[src/rtl/bitclk_framer.sv]
module bitclk_framer #(
  parameter int NEXT  = 3,
  parameter int SEL_W = 2,
  parameter int DIV_W = 8,
  parameter int PER_W = 12,
  parameter int WID_W = 8
) (
  input  logic             clk,
  input  logic             rst,
  input  logic [SEL_W-1:0] src_sel,
  input  logic             clk_inv,
  input  logic             frm_inv,
  input  logic             sync_en,
  input  logic [DIV_W-1:0] div_val,
  input  logic [PER_W-1:0] frm_per,
  input  logic [WID_W-1:0] frm_wid,
  input  logic [NEXT-1:0]  ext_clk,
  input  logic             ext_frm,
  output logic             bclk,
  output logic             fsync
);
  localparam int SPW = DIV_W + 1;

  logic [NEXT-1:0] ck_s1, ck_s2, ck_prev, ck_edge;
  logic frm_s1, frm_s2, frm_prev;
  logic tick, frame_edge, live;
  logic [DIV_W-1:0] cnt, cnt_nx;
  logic [PER_W-1:0] fcnt, fcnt_nx;
  logic [SPW-1:0] span, hi_len;
  logic cyc_end, restart, bclk_nx, fs_nx;

  always_ff @(posedge clk) begin
    if (rst) begin
      ck_s1   <= '0;
      ck_s2   <= '0;
      ck_prev <= '0;
    end else begin
      ck_s1   <= ext_clk ^ {NEXT{clk_inv}};
      ck_s2   <= ck_s1;
      ck_prev <= ck_s2;
    end
  end

  for (genvar i = 0; i < NEXT; i++) begin : g_edge
    assign ck_edge[i] = ck_s2[i] & ~ck_prev[i];
  end

  always_comb begin
    tick = (src_sel == '0);
    for (int i = 0; i < NEXT; i++)
      if (src_sel == SEL_W'(i + 1)) tick = ck_edge[i];
  end

  always_ff @(posedge clk) begin
    if (rst) begin
      frm_s1   <= 1'b1;
      frm_s2   <= 1'b1;
      frm_prev <= 1'b1;
    end else begin
      frm_s1 <= ext_frm ^ frm_inv;
      frm_s2 <= frm_s1;
      if (tick) frm_prev <= frm_s2;
    end
  end

  assign frame_edge = tick & sync_en & frm_s2 & ~frm_prev;

  assign span    = {1'b0, div_val} + SPW'(1);
  assign hi_len  = (span + SPW'(1)) >> 1;
  assign cyc_end = (cnt == div_val);
  assign restart = frame_edge | ~live;
  assign cnt_nx  = (restart | cyc_end) ? '0 : cnt + DIV_W'(1);
  assign bclk_nx = ({1'b0, cnt_nx} < hi_len);

  always_comb begin
    fcnt_nx = fcnt;
    if (frame_edge)
      fcnt_nx = '0;
    else if (!live)
      fcnt_nx = sync_en ? '1 : '0;
    else if (cyc_end) begin
      if (sync_en)
        fcnt_nx = (fcnt == '1) ? fcnt : fcnt + PER_W'(1);
      else
        fcnt_nx = (fcnt >= frm_per) ? '0 : fcnt + PER_W'(1);
    end
  end

  assign fs_nx = (fcnt_nx <= PER_W'(frm_wid));

  always_ff @(posedge clk) begin
    if (rst) begin
      cnt   <= '0;
      fcnt  <= '0;
      bclk  <= 1'b0;
      fsync <= 1'b0;
      live  <= 1'b0;
    end else if (tick) begin
      cnt   <= cnt_nx;
      fcnt  <= fcnt_nx;
      bclk  <= bclk_nx;
      fsync <= fs_nx;
      live  <= 1'b1;
    end
  end


  rst_idle_chk: assert property (@(posedge clk) rst |=> (!bclk && !fsync));


  tick_hold_chk: assert property (@(posedge clk) disable iff (rst)
    !tick |=> ($stable(bclk) && $stable(fsync)));


  resync_chk: assert property (@(posedge clk) disable iff (rst)
    frame_edge |=> (bclk && fsync));


  sync_rise_chk: assert property (@(posedge clk) disable iff (rst)
    (sync_en && $rose(fsync)) |-> $past(frame_edge));


  free_align_chk: assert property (@(posedge clk) disable iff (rst)
    (!sync_en && div_val != '0 && $rose(fsync)) |-> $rose(bclk));
endmodule

[config.mk]
export PLATFORM = sky130hd
export DESIGN_NAME = bitclk_framer
export DESIGN_NICKNAME = d
export VERILOG_FILES = /design/src/rtl/bitclk_framer.sv
export SDC_FILE = /design/constraint.sdc
export NUM_CORES = 1
export LEC_CHECK = 0
export ABC_AREA = 1
export BUFFER_PORTS_ARGS = -buffer_cell sky130_fd_sc_hd__buf_2
export CAP_MARGIN = 5
export CORE_UTILIZATION = 50
export CTS_CLUSTER_DIAMETER = 200
export DETAILED_ROUTE_END_ITERATION = 6
export GPL_TIMING_DRIVEN = 0
export PLACE_DENSITY = 0.76
export SETUP_SLACK_MARGIN = 0.02
export SLEW_MARGIN = 5
export SYNTH_ARGS = -nofsm -noshare
export SYNTH_HDL_FRONTEND = slang
export SYNTH_SLANG_ARGS = --single-unit
export TNS_END_PERCENT = 10
[constraint.sdc]
create_clock -name clk -period 4.32 [get_ports clk]
set_input_delay 1.08 -clock clk [delete_from_list [all_inputs] [get_ports clk]]
set_output_delay 1.08 -clock clk [all_outputs]
set_load 0.005 [all_outputs]
==> reports/metrics.cfg <==
[power]
ir_drop_v = 0.000218
p_sw_share_pct = 32.3
power_frac_clock_pct = 31.3
p_int_mw = 0.619
pwr-share-seq_pct = 41.6
combinationalPowerShare_pct = 27.1
power_switching_mw = 0.295
power_leakage_nw = 1.65
p_total_mw = 0.914
p_per_area_mw_per_mm2 = 283

[critical_path]
critPathLaunch = frm_per[11]
cp-end-kind = register
worstPathMaxFanout = 9
rr_endpoint = fsync$_SDFFE_PP0P_
worstPathRequired_ps = 4540
arrival_ps = 3680
worstSetupPathType = primary input to register
r2r_start = fcnt[0]$_SDFFE_PP0P_
reg2reg_depth = 23
endpoint = fsync$_SDFFE_PP0P_
worstSetupStartpointType = primary input
ff2ff_setup_slack_ps = 1260

[placed_design]
gp_congestion = 0.870
place_area_mm2 = 0.00312
dp_hpwl_um = 4970
io_buffers = 39
post-place-cells = 538

[synthesis]
syn_inst = 427
ys_seq_area_share_pct = 24.7
syn_area_mm2 = 0.00284
synth_nets = 496
syn_area_per_cell_um2 = 6.65
ys_ff_latch = 35
ys_types = 34
ys_warn_count = 0

[sta]
setup_viol = 0
setup_tns_ps = 0
report.final.slew_viol_count = 0
fmax_mhz = 289
min_period_ps = 3460
skew_ps = 3.92
hold_viol_final = 0
relSlewSlack_pct = 64.4
worst_pin_slew_ps = 534
rsz0062_at_grt = no
final.period_utilization_pct = 80.1

[cts]
cts_resized = 0
clkSinkCount = 35
path_clk_slew_ps = 70
insertion_delay_ps = 280
clockBufferDepth = 2
hold_buffers = 0
cts_tree = done
cts_root_buf = clkbuf_8
cts_buffers = 5
postCtsSetupBuffers = 0
h-tree-depth = 2

[global_route]
met1_usage_pct = 28.8
grt_usage_pct = 22.0
grt_overflow = 0
grt_use_met2_pct = 37.3
antenna_found_initial = 0
grt_max_degree = 12
top_usage_layer = met2
grt_first_pass_wirelength_um = 10800
grt_pass1_vias = 2548
globalRouteMet3Util_pct = 4.47

[finish]
final_area_mm2 = 0.00323
final_common_cell = nand2_1
final_cell_mix = nand2_1, inv_1, buf_2, nor2_1, dfxtp_1
final_cells = 545
antennaDiodeCount = 0
drive_gt1_share_pct = 16.1
nNetsFinal = 542
final_util_pct = 59.0
area_growth_pct = 13.8

[detailed_routing]
post-route-drc-count = 0
dr.pass1.iters = 4
wl_per_cell_um = 11.3
via_per_inst = 4.98
drt-initial-drc-count = 175
ant_nets = 0
routed_wl_um = 6160
routed-via-count = 2712

[floorplanning]
chipWidth_um = 77.4
dieArea_mm2 = 0.00598
start_util_pct = 51.9
core-area_mm2 = 0.00547
io_pins = 41
rows = 27
die_h_um = 77.4

[hold_path]
hold_class = register to register

[outcome]
outcome = complete, no violations

[job]
maxCapViolations = 0

==> through the flow <==
| stage | hold slack (ps) | setup slack [ps] |
|---|---|---|
| 6_report | 408 | 861 |
| 5_1_grt | 427 | 602 |
| 4_1_cts | 410 | 856 |
| 3_5_place_dp | 398 | 587 |
| 3_3_place_gp | 389 | 631 |
| 2_1_floorplan | 388 | 1130 |
==> Yosys cell counts (all sizes together) <==
| master | number | share of area, % |
|---|---|---|
| o21ai | 25 | 4.4 |
| clkbuf | 7 | 0.93 |
| buf | 1 | 0.26 |
| o211ai | 2 | 0.53 |
| a211oi | 4 | 1.6 |
| ha | 30 | 13 |
| a21oi | 33 | 6.2 |
| nor2 | 41 | 6.0 |
| o221ai | 1 | 0.31 |
| xor2 | 7 | 2.2 |
| nand4 | 4 | 0.88 |
| inv | 78 | 10 |
| or2 | 1 | 0.22 |
| xnor2 | 13 | 4.0 |
| a2111oi | 1 | 0.31 |
| nand3b | 1 | 0.26 |
| nor4 | 1 | 0.44 |
| nor3 | 4 | 0.71 |
| o21bai | 1 | 0.26 |
| a31oi | 1 | 0.22 |
| dfxtp | 35 | 25 |
| nand3 | 32 | 6.8 |
| clkinv | 2 | 0.88 |
| nand2 | 102 | 14 |
==> power by group through the flow <==
stage | Clock, mW | Sequential [mW] | Combinational, mW
4_1_cts | 0.292 | 0.380 | 0.249
6_report | 0.286 | 0.380 | 0.248
3_3_place_gp | 0 | 0.386 | 0.238
5_1_grt | 0.308 | 0.384 | 0.290
3_5_place_dp | 0 | 0.387 | 0.246
2_1_floorplan | 0 | 0.378 | 0.183
==> layer usage <==
layer	part of all wire [%]	wire length, µm
met1	50	3060
met2	45	2790
met3	4.7	289
met4	0.45	28
met5	0	0
==> how the worst min path moves through the flow <==
stage | start | depth (start not counted) | to
after global routing | frm_s1$_SDFF_PP1_ | 1 | frm_s2$_SDFF_PP1_
after CTS | ck_s1[1]$_SDFF_PP0_ | 2 | ck_s2[1]$_SDFF_PP0_
after global placement | ck_s1[0]$_SDFF_PP0_ | 2 | ck_s2[0]$_SDFF_PP0_
after floorplan | ck_s1[0]$_SDFF_PP0_ | 2 | ck_s2[0]$_SDFF_PP0_
final | ck_s1[0]$_SDFF_PP0_ | 2 | ck_s2[0]$_SDFF_PP0_
after detailed placement | ck_s1[1]$_SDFF_PP0_ | 2 | ck_s2[1]$_SDFF_PP0_
==> registers in the layout (all words and copies together) (netlist names) <==
signal	count
bclk	1
ck_prev	3
ck_s1	3
ck_s2	3
cnt	8
fcnt	12
frm_prev	1
frm_s1	1
frm_s2	1
fsync	1
live	1
==> cell families after synthesis <==
family          count (synthesis)  synth area share, %
fa+ha+maj                      30                 13.2
flops                          35                 24.7
simple gates                  186                 29.7
buf+inv                        88                 12.4
compound gates                 68                 13.8
xor+xnor                       20                 6.17
==> layout make-up <==
class / count / area, µm²
fill: 517 / 2240
multi-input combinational: 304 / 1790
sequential: 35 / 701
inverter: 80 / 318
timing repair buffer: 39 / 195
tap: 72 / 90.1
clock buffer: 5 / 68.8
clock inverter: 2 / 37.5
buffer: 8 / 33.8
==> worst max-delay path: stages <==
cell and delay (ps):
buf_2 70, inv_1 30, ha_1 280, nand2_1 70, inv_1 50, nand3_1 80, a21oi_1 120, nor2_1 50
nand2_1 120, nand3_4 140, o221ai_1 110, nand2_1 80, nand2_1 90, inv_1 50, ha_1 280, nand2_1 80
nor2_1 160, nand3_1 80, o21ai_0 260, nand2_1 120, nor2_2 90, nand2_1 70, a21oi_2 110
No activity file was read; power rests on OpenSTA's default activity.
